<file path="config.mk">
export PLATFORM = sky130hd
export DESIGN_NAME = uart_regfront
export DESIGN_NICKNAME = d
export VERILOG_FILES = /design/src/rtl/uart_regfront_pkg.sv /design/src/rtl/uart_rf_fifo.sv /design/src/rtl/uart_rf_errcap.sv /design/src/rtl/uart_rf_irq.sv /design/src/rtl/uart_regfront.sv
export SDC_FILE = /design/constraint.sdc
export NUM_CORES = 1
export LEC_CHECK = 0
export BUFFER_PORTS_ARGS = -buffer_cell sky130_fd_sc_hd__buf_4
export CORE_ASPECT_RATIO = 1.2
export CORE_MARGIN = 1
export CORE_UTILIZATION = 60
export CTS_BUF_LIST = sky130_fd_sc_hd__clkbuf_2 sky130_fd_sc_hd__clkbuf_4 sky130_fd_sc_hd__clkbuf_8
export CTS_CLUSTER_SIZE = 8
export DETAILED_ROUTE_END_ITERATION = 8
export GPL_TIMING_DRIVEN = 0
export PLACE_DENSITY = 0.77
export SLEW_MARGIN = 20
export SYNTH_ARGS = -nofsm -noshare
export SYNTH_HDL_FRONTEND = slang
export SYNTH_SLANG_ARGS = --single-unit
</file>
<file path="constraint.sdc">
create_clock -name clk -period 4.85 [get_ports clk]
set_input_delay 0.2425 -clock clk [delete_from_list [all_inputs] [get_ports clk]]
set_output_delay 0.2425 -clock clk [all_outputs]
set_load 0.005 [all_outputs]
</file>
<file path="src/rtl/uart_regfront_pkg.sv">
package uart_regfront_pkg;

   localparam int ADDR_W = 5;
   localparam int LVL_W  = 8;

   localparam logic [ADDR_W-1:0] OFS_TXD  = 5'h00;
   localparam logic [ADDR_W-1:0] OFS_RXD  = 5'h04;
   localparam logic [ADDR_W-1:0] OFS_CTRL = 5'h08;
   localparam logic [ADDR_W-1:0] OFS_STAT = 5'h0C;
   localparam logic [ADDR_W-1:0] OFS_LVL  = 5'h10;
   localparam logic [ADDR_W-1:0] OFS_BAUD = 5'h14;

   // control bit positions
   localparam int CB_TX_EN   = 12;
   localparam int CB_RX_EN   = 13;
   localparam int CB_TWO_WR  = 15;
   localparam int CB_STOP_LO = 16;
   localparam int CB_PAR_ODD = 18;
   localparam int CB_PAR_EN  = 19;
   localparam int CB_LEN_LO  = 20;
   localparam int CB_TX_RST  = 22;
   localparam int CB_RX_RST  = 23;
   localparam int CB_ERR_CLR = 24;
   localparam int CB_RX_IE   = 27;
   localparam int CB_TX_IE   = 28;

   // status bit positions
   localparam int SB_PAR  = 16;
   localparam int SB_FRM  = 17;
   localparam int SB_TXWE = 18;
   localparam int SB_RXE  = 20;
   localparam int SB_TXF  = 21;
   localparam int SB_TXE  = 22;
   localparam int SB_BUSY = 25;

   typedef struct packed {
      logic txwe;
      logic frm;
      logic par;
   } err_flags_t;

endpackage

</file>
<file path="src/rtl/uart_rf_fifo.sv">
module uart_rf_fifo #(
   parameter int W     = 8,
   parameter int DEPTH = 64
) (
   input  logic                       clk,
   input  logic                       rst_n,
   input  logic                       flush,
   input  logic                       push,
   input  logic [W-1:0]               push_data,
   input  logic                       pop,
   output logic [W-1:0]               head,
   output logic [$clog2(DEPTH):0]     count,
   output logic                       empty,
   output logic                       full
);
   localparam int PW = $clog2(DEPTH);
   localparam int CW = PW + 1;

   if (DEPTH < 2 || (DEPTH & (DEPTH - 1)) != 0) begin : g_bad_depth
      $error("uart_rf_fifo: DEPTH must be a power of two of at least 2");
   end
   if (W < 1) begin : g_bad_width
      $error("uart_rf_fifo: W must be positive");
   end

   logic [W-1:0]  mem [DEPTH];
   logic [PW-1:0] wr_ptr, rd_ptr;
   logic [CW-1:0] cnt;
   logic          do_push, do_pop;

   assign empty   = (cnt == '0);
   assign full    = (cnt == CW'(DEPTH));
   assign do_push = push && !full && !flush;
   assign do_pop  = pop && !empty && !flush;
   assign head    = mem[rd_ptr];
   assign count   = cnt;

   always_ff @(posedge clk) begin
      if (!rst_n || flush) begin
         wr_ptr <= '0;
         rd_ptr <= '0;
         cnt    <= '0;
      end else begin
         if (do_push) wr_ptr <= wr_ptr + 1'b1;
         if (do_pop)  rd_ptr <= rd_ptr + 1'b1;
         case ({do_push, do_pop})
            2'b10:   cnt <= cnt + 1'b1;
            2'b01:   cnt <= cnt - 1'b1;
            default: cnt <= cnt;
         endcase
      end
   end

   always_ff @(posedge clk) begin
      if (do_push) mem[wr_ptr] <= push_data;
   end

   a_r3_count_bound: assert property (@(posedge clk) disable iff (!rst_n)
      cnt <= CW'(DEPTH));

   a_r9_flush_empties: assert property (@(posedge clk) disable iff (!rst_n)
      flush |=> (count == '0));

   a_r6_idle_pop_keeps: assert property (@(posedge clk) disable iff (!rst_n)
      (pop && empty && !push && !flush) |=> (empty && $stable(rd_ptr)));

endmodule

</file>
<file path="src/rtl/uart_rf_errcap.sv">
module uart_rf_errcap
   import uart_regfront_pkg::*;
(
   input  logic       clk,
   input  logic       rst_n,
   input  logic       clr,
   input  err_flags_t set,
   output err_flags_t flags
);
   localparam int NF = $bits(err_flags_t);

   logic [NF-1:0] set_v, flag_q;
   assign set_v = set;
   assign flags = flag_q;

   for (genvar i = 0; i < NF; i++) begin : g_flag
      always_ff @(posedge clk) begin
         if (!rst_n || clr) flag_q[i] <= 1'b0;
         else if (set_v[i]) flag_q[i] <= 1'b1;
      end

      a_r7_flag_sticky: assert property (@(posedge clk) disable iff (!rst_n)
         (!clr && flag_q[i]) |=> flag_q[i]);
   end

   a_r7_clear_wins: assert property (@(posedge clk) disable iff (!rst_n)
      clr |=> (flags == '0));

endmodule

</file>
<file path="src/rtl/uart_rf_irq.sv">
module uart_rf_irq #(
   parameter int CW        = 7,
   parameter int LW        = 8,
   parameter bit REGISTERED = 1'b0
) (
   input  logic          clk,
   input  logic          rst_n,
   input  logic          rx_ie,
   input  logic          tx_ie,
   input  logic [CW-1:0] rx_cnt,
   input  logic [CW-1:0] tx_cnt,
   input  logic [LW-1:0] rx_lvl,
   input  logic [LW-1:0] tx_lvl,
   output logic          irq
);
   localparam int MW = (CW > LW) ? CW : LW;

   logic rx_hit, tx_hit, want;

   assign rx_hit = rx_ie && (MW'(rx_cnt) >= MW'(rx_lvl));
   assign tx_hit = tx_ie && (MW'(tx_cnt) <  MW'(tx_lvl));
   assign want   = rx_hit || tx_hit;

   if (REGISTERED) begin : g_reg
      logic irq_q;
      always_ff @(posedge clk) begin
         if (!rst_n) irq_q <= 1'b0;
         else        irq_q <= want;
      end
      assign irq = irq_q;

      a_r10_masked_quiet: assert property (@(posedge clk) disable iff (!rst_n)
         (!rx_ie && !tx_ie) |=> !irq);
   end else begin : g_comb
      assign irq = want;

      a_r10_masked_quiet: assert property (@(posedge clk) disable iff (!rst_n)
         (!rx_ie && !tx_ie) |-> !irq);
   end

   a_r11_tx_empty_fires: assert property (@(posedge clk) disable iff (!rst_n)
      (tx_ie && tx_cnt == '0 && tx_lvl != '0 && !REGISTERED) |-> irq);

endmodule

</file>
<file path="src/rtl/uart_regfront.sv">
module uart_regfront
   import uart_regfront_pkg::*;
#(
   parameter int DATA_W     = 8,
   parameter int FIFO_DEPTH = 64,
   parameter bit IRQ_REG    = 1'b0
) (
   input  logic              clk,
   input  logic              rst_n,
   input  logic              bus_sel,
   input  logic              bus_wr,
   input  logic [4:0]        bus_addr,
   input  logic [31:0]       bus_wdata,
   output logic [31:0]       bus_rdata,
   output logic              tx_en,
   output logic              rx_en,
   output logic              tx_rst,
   output logic              rx_rst,
   output logic [1:0]        cfg_data_len,
   output logic [1:0]        cfg_stop_len,
   output logic              cfg_parity_en,
   output logic              cfg_parity_odd,
   output logic              cfg_two_wire,
   output logic [31:0]       baud_word,
   output logic              tx_valid,
   output logic [DATA_W-1:0] tx_data,
   input  logic              tx_ready,
   input  logic              tx_busy,
   input  logic              rx_valid,
   input  logic [DATA_W-1:0] rx_data,
   input  logic              rx_par_err,
   input  logic              rx_frm_err,
   output logic              irq
);
   localparam int CW = $clog2(FIFO_DEPTH) + 1;

   if (DATA_W < 5 || DATA_W > 32) begin : g_bad_data_w
      $error("uart_regfront: DATA_W must lie in 5..32");
   end
   if (FIFO_DEPTH >= (1 << LVL_W)) begin : g_bad_depth
      $error("uart_regfront: FIFO_DEPTH must fit the level fields");
   end

   logic [31:0]      ctrl_q;
   logic [2*LVL_W-1:0] lvl_q;
   logic [31:0]      baud_q;

   logic wr_hit, rd_hit;
   logic tx_push_req, tx_pop, rx_push, rx_pop_req;
   logic [DATA_W-1:0] rx_head;
   logic [CW-1:0]     tx_cnt, rx_cnt;
   logic tx_empty, tx_full, rx_empty, rx_full;
   err_flags_t err_set, err_q;

   assign wr_hit = bus_sel && bus_wr;
   assign rd_hit = bus_sel && !bus_wr;

   // register writes
   always_ff @(posedge clk) begin
      if (!rst_n) begin
         ctrl_q <= '0;
         lvl_q  <= '0;
         baud_q <= '0;
      end else if (wr_hit) begin
         case (bus_addr)
            OFS_CTRL: ctrl_q <= bus_wdata;
            OFS_LVL:  lvl_q  <= bus_wdata[2*LVL_W-1:0];
            OFS_BAUD: baud_q <= bus_wdata;
            default:  ;
         endcase
      end
   end

   // engine-side control fields
   assign tx_en          = ctrl_q[CB_TX_EN];
   assign rx_en          = ctrl_q[CB_RX_EN];
   assign tx_rst         = ctrl_q[CB_TX_RST];
   assign rx_rst         = ctrl_q[CB_RX_RST];
   assign cfg_two_wire   = ctrl_q[CB_TWO_WR];
   assign cfg_stop_len   = ctrl_q[CB_STOP_LO +: 2];
   assign cfg_parity_odd = ctrl_q[CB_PAR_ODD];
   assign cfg_parity_en  = ctrl_q[CB_PAR_EN];
   assign cfg_data_len   = ctrl_q[CB_LEN_LO +: 2];
   assign baud_word      = baud_q;

   // transmit path
   assign tx_push_req = wr_hit && (bus_addr == OFS_TXD) && !tx_rst;
   assign tx_valid    = tx_en && !tx_rst && !tx_empty;
   assign tx_pop      = tx_valid && tx_ready;

   uart_rf_fifo #(.W(DATA_W), .DEPTH(FIFO_DEPTH)) u_txq (
      .clk       (clk),
      .rst_n     (rst_n),
      .flush     (tx_rst),
      .push      (tx_push_req),
      .push_data (bus_wdata[DATA_W-1:0]),
      .pop       (tx_pop),
      .head      (tx_data),
      .count     (tx_cnt),
      .empty     (tx_empty),
      .full      (tx_full)
   );

   // receive path
   assign rx_push    = rx_valid && rx_en && !rx_rst;
   assign rx_pop_req = rd_hit && (bus_addr == OFS_RXD) && !rx_rst;

   uart_rf_fifo #(.W(DATA_W), .DEPTH(FIFO_DEPTH)) u_rxq (
      .clk       (clk),
      .rst_n     (rst_n),
      .flush     (rx_rst),
      .push      (rx_push),
      .push_data (rx_data),
      .pop       (rx_pop_req),
      .head      (rx_head),
      .count     (rx_cnt),
      .empty     (rx_empty),
      .full      (rx_full)
   );

   // sticky errors
   always_comb begin
      err_set      = '0;
      err_set.par  = rx_par_err;
      err_set.frm  = rx_frm_err;
      err_set.txwe = tx_push_req && tx_full;
   end

   uart_rf_errcap u_err (
      .clk   (clk),
      .rst_n (rst_n),
      .clr   (ctrl_q[CB_ERR_CLR]),
      .set   (err_set),
      .flags (err_q)
   );

   // interrupt
   uart_rf_irq #(.CW(CW), .LW(LVL_W), .REGISTERED(IRQ_REG)) u_irq (
      .clk    (clk),
      .rst_n  (rst_n),
      .rx_ie  (ctrl_q[CB_RX_IE]),
      .tx_ie  (ctrl_q[CB_TX_IE]),
      .rx_cnt (rx_cnt),
      .tx_cnt (tx_cnt),
      .rx_lvl (lvl_q[LVL_W-1:0]),
      .tx_lvl (lvl_q[2*LVL_W-1:LVL_W]),
      .irq    (irq)
   );

   // read mux
   always_comb begin
      bus_rdata = '0;
      if (rd_hit) begin
         case (bus_addr)
            OFS_RXD:  if (!rx_empty) bus_rdata = 32'(rx_head);
            OFS_CTRL: bus_rdata = ctrl_q;
            OFS_STAT: begin
               bus_rdata[SB_PAR]  = err_q.par;
               bus_rdata[SB_FRM]  = err_q.frm;
               bus_rdata[SB_TXWE] = err_q.txwe;
               bus_rdata[SB_RXE]  = rx_empty;
               bus_rdata[SB_TXF]  = tx_full;
               bus_rdata[SB_TXE]  = tx_empty;
               bus_rdata[SB_BUSY] = tx_busy;
            end
            OFS_LVL:  bus_rdata = 32'(lvl_q);
            OFS_BAUD: bus_rdata = baud_q;
            default:  bus_rdata = '0;
         endcase
      end
   end

   a_r4_full_write_flags: assert property (@(posedge clk) disable iff (!rst_n)
      (tx_push_req && tx_full && !ctrl_q[CB_ERR_CLR]) |=> err_q.txwe);

   a_r5_rx_drop_when_off: assert property (@(posedge clk) disable iff (!rst_n)
      (!rx_en && !rx_rst && !rx_pop_req) |=> $stable(rx_cnt));

   a_r5_rx_full_unused: assert property (@(posedge clk) disable iff (!rst_n)
      rx_full |-> !rx_empty);

endmodule

</file>
# Word-level counts from Yosys, hierarchy flattened
# Memory sizes are Yosys's and may differ from the RTL's. A register that Yosys moved wholly into a read port is not among the register bits.
# Index checks and enable logic that the tools add are counted.
dict set report op_classes {
  n_bitwise 0
  reduce_logical 42
  multipliers 0
  eq_ne 11
  add_sub_neg 8
  muxes 19
  n_lt_le_gt_ge 2
  shift 0
  div_mod_pow 0
}
# operator n
set ops {}
lappend ops {{$pmux W16 S4} 1}
lappend ops {{$mux W32} 1}
lappend ops {{$pmux W7 S2} 2}
lappend ops {{$add A6 B1 Y6 const B} 4}
lappend ops {{$mux W6} 4}
lappend ops {{$pmux W3 S4} 2}
lappend ops {{$logic_and A1 B1 Y1} 22}
lappend ops {{$pmux W6 S3} 1}
lappend ops {{$add A7 B1 Y7 const B} 2}
lappend ops {{$eq A7 B7 Y1 const B} 2}
lappend ops {{$logic_not A7 Y1} 2}
lappend ops {{$sub A7 B1 Y7 const B} 2}
lappend ops {{$eq A5 B4 Y1 const B} 2}
lappend ops {{$eq A5 B5 Y1 const B} 2}
lappend ops {{$ge A7 B8 Y1} 1}
lappend ops {{$logic_not A1 Y1} 8}
lappend ops {{$lt A7 B8 Y1} 1}
lappend ops {{$mux W8} 1}
lappend ops {{$pmux W2 S3} 1}
lappend ops {{$reduce_and A2 Y1} 3}
lappend ops {{$eq A5 B3 Y1 const B} 1}
lappend ops {{$logic_not A5 Y1} 1}
lappend ops {{$eq A2 B1 Y1 const B} 2}
lappend ops {{$eq A2 B2 Y1 const B} 2}
lappend ops {{5 further kinds} 12}
dict set report word_totals {
  output_inout_bits 85
  ram_bits 1024
  memories 2
  regBits 121
  latch_bits 0
  romBits 0
}
# memory depth word_bits rd rd_ports_with_merged_regs wr line_no
set mem_list {}
lappend mem_list {u_rxq.mem 64 8 1 1 1 uart_rf_fifo.sv:26} ;# logic [W-1:0] mem [DEPTH];
lappend mem_list {u_txq.mem 64 8 1 1 1 uart_rf_fifo.sv:26}

# Depth between registers and ports, before layout
dict set report logic_depth {
  depth_word 8
  depth_mapped 17
  ltp_nobuf 15
}

# By module
# Synthesis repeated with hierarchy kept, for this count alone.
dict set report unflattened {
  cells_unflattened 2705
  area_unflattened_um2 47306.6
}
# mod area_per_inst_um2 seq_area_each_um2 n_inst cells_per_inst
set by_module_without_submodules {}
lappend by_module_without_submodules {uart_rf_fifo 21221.6 15875.2 2 1052}
lappend by_module_without_submodules {uart_regfront 4425.5 1601.5 1 545}
lappend by_module_without_submodules {uart_rf_irq 334.1 0.0 1 46}
lappend by_module_without_submodules {uart_rf_errcap 103.8 60.1 1 10}

# Worst setup path after synthesis
# OpenSTA, ideal clock, no wires.
dict set report synth_timing {
  kind {register -> register}
  from {register u_rxq.cnt[2], in the netlist u_rxq.count[2]}
  to {register u_rxq.cnt[4], in the netlist u_rxq.count[4]}
  period_less_slack_ns 3.485
  setup_slack_ns 1.365
  t_required_ns 4.779
  arrival_ns 3.414
  setup_time_ns 0.071
  stages_incl_launch_ff 15
  path_cell_list {dfxtp_1 -> buf_6 -> or4_4 -> o311ai_4 -> nor3_2 -> ha_1 -> buf_1 -> xor2_1 -> ha_1 -> or3_1 -> a21oi_1 -> nor3_1 -> xnor2_1 -> or3_1 -> a21oi_1}
}
dict set report synth_between {
  elab_chain_len 6
  word_cells_on_any_way 14
  classes_between {add/sub (2); eq/ne (3); mux (1); reduce/logical (8)}
}
# element line_no
set synth_lines {}
lappend synth_lines {{start, declared} uart_rf_fifo.sv:28} ;# logic [CW-1:0] cnt;
lappend synth_lines {{start signal, assigned} uart_rf_fifo.sv:47} ;# 2'b10: cnt <= cnt + 1'b1;
lappend synth_lines {{start signal, assigned} uart_rf_fifo.sv:48} ;# 2'b01: cnt <= cnt - 1'b1;
lappend synth_lines {{start signal, assigned} uart_rf_fifo.sv:49} ;# default: cnt <= cnt;
lappend synth_lines {{$eq A7 B7 Y1 / $logic_not A7 Y1 (equally long branches)} {uart_rf_fifo.sv:32, uart_rf_fifo.sv:31}}
lappend synth_lines {{$logic_not A1 Y1 (on tied branches)} {uart_rf_fifo.sv:33, uart_rf_fifo.sv:34}}
lappend synth_lines {{$logic_and A1 B1 Y1 (on tied branches) (2 in a row)} {uart_rf_fifo.sv:33, uart_rf_fifo.sv:34}}
lappend synth_lines {{$eq A2 B1 Y1 / $eq A2 B2 Y1 (equally long branches)} uart_rf_fifo.sv:46} ;# case ({do_push, do_pop})
lappend synth_lines {{$pmux W7 S2 / $reduce_bool A2 Y1 (equally long branches)} -}
# Parallel ways exist; a longest one is shown, timed or not.
# A chain may end at the register's enable or synchronous reset.

==> results.json <==
{
  "worst_slew_pin_slew_ps": 1040,
  "setup_viol": 0,
  "holdPathStages": 1,
  "drive_gt1_frac": 0.261,
  "fin_crit_ps": 4450,
  "async_reset_ff_frac": 0,
  "cp-end-kind": "primary output",
  "period_share": 0.918,
  "final_common_cell": "edfxtp_1",
  "multi_input_area_um2": 12000,
  "synth_top_area_cell": "edfxtp_1",
  "clk_latency_ps": 840,
  "grt_util_all_layers": 0.296,
  "dominantRegCellSynth": "edfxtp_1",
  "crit_type": "reg -> out",
  "synthesis.area_um2": 46200,
  "path_cells": "buf_2, clkbuf_1, clkbuf_1, mux4_2, mux2i_1, nand2_1, o211ai_1, nand4_1, buf_4",
  "synthToLayoutAreaGrowth_pct": 13.1,
  "antenna_found_initial": 1,
  "path_common_cell": "clkbuf_1",
  "yosysWarningCount": 0,
  "fin_worst_skew_ps": 48.5,
  "worst-path-stages": 9,
  "nets": 3000,
  "grt_pass1_wl_mm": 167,
  "io_pins": 139,
  "p_per_area_nw_per_um2": 360,
  "grt_overflow": 0,
  "cp_max_fo": 10,
  "tritoncts": "yes",
  "yosysSeqAreaShare": 0.724,
  "synth_cell_types": 63,
  "vias": 25839,
  "grt_pass1_vias": 26543,
  "cts-root-buf": "clkbuf_8",
  "power.internal_uw": 15000,
  "fillerInstances": 4722,
  "synth_top_area_frac": 0.666,
  "drt_iter0_drc": 3014,
  "syn_area_per_cell_um2": 18.0,
  "ys_ff_latch": 1157,
  "dr.pass1.iters": 6,
  "seq_area_um2": 33400,
  "clk_pin_slew_ps": 60,
  "clkPwrFrac": 0.408,
  "ant_nets": 0,
  "final_cell_mix": "edfxtp_1 (1024), mux4_2 (298), nor2_1 (229), nand2_1 (221), clkbuf_8 (185)",
  "syn_nets": 2638,
  "post_cts_buffers": 0,
  "core_um2": 76200,
  "die_h_um": 306,
  "outcome": "completed",
  "cts_sinks": 1157,
  "cp_slowest_cell": "clkbuf_1",
  "required_ps": 4610,
  "cts_buffers": 174,
  "syn_inst": 2561,
  "worst_setup_path_start_kind": "flip-flop",
  "power_leakage_uw": 0.0162,
  "combPwrFrac": 0.015,
  "hold_class": "in -> reg",
  "ff2ff_path_depth": 16,
  "hold_violations": 0,
  "cp_data_arrival_time_ps": 4210,
  "wl_met1_mm": 39.2,
  "drcViolationCount": 0,
  "rsz0062_at_grt": "no",
  "path_delay_family": "buffers and inverters",
  "p_seq_frac": 0.577,
  "met3WireLength_mm": 8.75,
  "fin_hold_ws_ps": 19.5,
  "dp_hpwl_mm": 73.7,
  "die_w_um": 255,
  "clock_path_buffers": 3,
  "routed_wl_mm": 112,
  "drv_cap": 0,
  "cts_max_level": 4,
  "relSlewSlack": 0.306,
  "top_layer_used": "met4",
  "critPathBufInv": 4,
  "critPathMaxStageDelay_ps": 820,
  "wl_per_cell_um": 27.7,
  "finalSetupTns_ps": 0,
  "fmax_mhz": 225,
  "num_rows": 111,
  "initial_core_util": 0.606,
  "ir_worst_vdd_uv": 316,
  "portBuffers": 137,
  "vias_per_cell": 6.39,
  "p_sw_uw": 3810,
  "synth-edff-count": 1024,
  "synth_area_leaders": "edfxtp_1 (67%), mux4_2 (15%), dfxtp_1 (5.8%)",
  "wl_met2_mm": 57.8,
  "grt_max_degree": 68,
  "drv_slew": 0,
  "place_congestion": 0.931,
  "fp.dieArea_um2": 78100,
  "swShare": 0.203
}
Yosys cell counts (2+ instances only):
| library cell | n |
|---|---|
| a21oi_1 | 54 |
| nand2_1 | 221 |
| a22oi_1 | 38 |
| dfxtp_1 | 133 |
| o21bai_1 | 5 |
| nand3_1 | 18 |
| buf_4 | 10 |
| nor2_4 | 2 |
| o211ai_1 | 5 |
| nand4_1 | 7 |
| mux4_2 | 298 |
| inv_1 | 23 |
| a21o_1 | 3 |
| or3b_2 | 4 |
| nand2b_1 | 15 |
| and2b_1 | 2 |
| a41o_1 | 2 |
| xor2_1 | 21 |
| or3_1 | 12 |
| nand3_4 | 2 |
| a22o_1 | 9 |
| buf_6 | 2 |
| buf_1 | 14 |
| and2_1 | 3 |
| ha_1 | 23 |
| nand3b_1 | 4 |
| nor2b_1 | 29 |
| nor2_1 | 229 |
| nor3_1 | 5 |
| mux2_2 | 5 |
| a21boi_0 | 80 |
| or2_2 | 5 |
| xnor2_1 | 11 |
| mux2i_1 | 26 |
| o22ai_1 | 18 |
| edfxtp_1 | 1024 |
| buf_2 | 45 |
| clkbuf_1 | 85 |
| o21ai_0 | 19 |
| and3_1 | 3 |
| a211oi_1 | 22 |
| o31ai_1 | 4 |
cells by family (layout without fill, tap and decap cells):
family          count (synthesis)  after routing  share of synthesized area
flops                        1157           1157                      0.724
simple gates                  573            573                     0.0547
mux                           329            329                      0.152
compound gates                267            267                     0.0400
buf+inv                       180            644                     0.0170
xor+xnor                       32             32                    0.00607
fa+ha+maj                      23             23                    0.00623
other cells                     0              1                          0
final cells by class:
class,instances,share of cell area
Clock buffer,254,0.0587
Sequential cell,1157,0.640
Timing Repair Buffer,186,0.0290
Buffer,156,0.0133
Tap cell,1017,0.0244
Multi-Input combinational cell,1224,0.229
Antenna cell,1,0.0000479
Clock inverter,24,0.00350
Inverter,24,0.00173
routing by layer:
layer	up-vias	track usage
li1	10822	-
met1	13173	0.366
met2	1499	0.495
met3	345	0.0570
met4	0	0.156
met5	-	0
stage by stage:
step / util / area, um^2 / instances / power (uW) / setup WS [ps]
after floorplan: - / 46200 / 2561 / 11100 / 1370
after global placement: 0.636 / 48500 / 3715 / 11300 / 1010
after detailed placement: 0.636 / 48500 / 3716 / 11300 / 927
after CTS: 0.685 / 52200 / 4042 / 18800 / 363
after global routing: 0.685 / 52200 / 4043 / 19300 / 318
final: 0.685 / 52200 / 4043 / 18800 / 399
repair_timing:
action                                 CTS  global route
gates resized for setup                  0             0
endpoints found under the hold margin  755             0
hold buffers                            48             0
sequential cells by signal (all words and copies together) (netlist names), named ones only:
signal / cells
ctrl_q: 32
lvl_q: 16
u_txq.rd_ptr: 6
u_rxq.count: 7
u_rxq.wr_ptr: 6
baud_word: 32
u_rxq.mem: 512
u_rxq.rd_ptr: 6
u_txq.wr_ptr: 6
u_txq.count: 7
u_err.flags: 3
u_txq.mem: 512
power by group through the flow:
stage	Clock [uW]	Combinational, uW	Sequential [uW]
6_report	7650	287	10800
3_3_place_gp	0	236	11000
4_1_cts	7720	286	10800
3_5_place_dp	0	255	11000
2_1_floorplan	0	46.7	11000
5_1_grt	8120	304	10800
worst reg2reg max path, delay by kind of cell, from the launching register on:
family          cells  cell delay [ps]
simple gates        7             1680
compound gates      2              290
flops               1              320
buf+inv             3              810
xor+xnor            2              270
fa+ha+maj           2              520
path summary, 6_finish.rpt:
check,startpoint,endpoint,slack [ps]
worst max-delay path,flip-flop,bus_rdata[0],400
worst min-delay path,bus_wdata[1],u_txq.mem[56][1],20
worst max register to register,u_txq.count[1],u_txq.count[4],880
worst min register to register,ctrl_q[30],ctrl_q[30],470
Note: power is estimated with default switching activity, not from simulation.
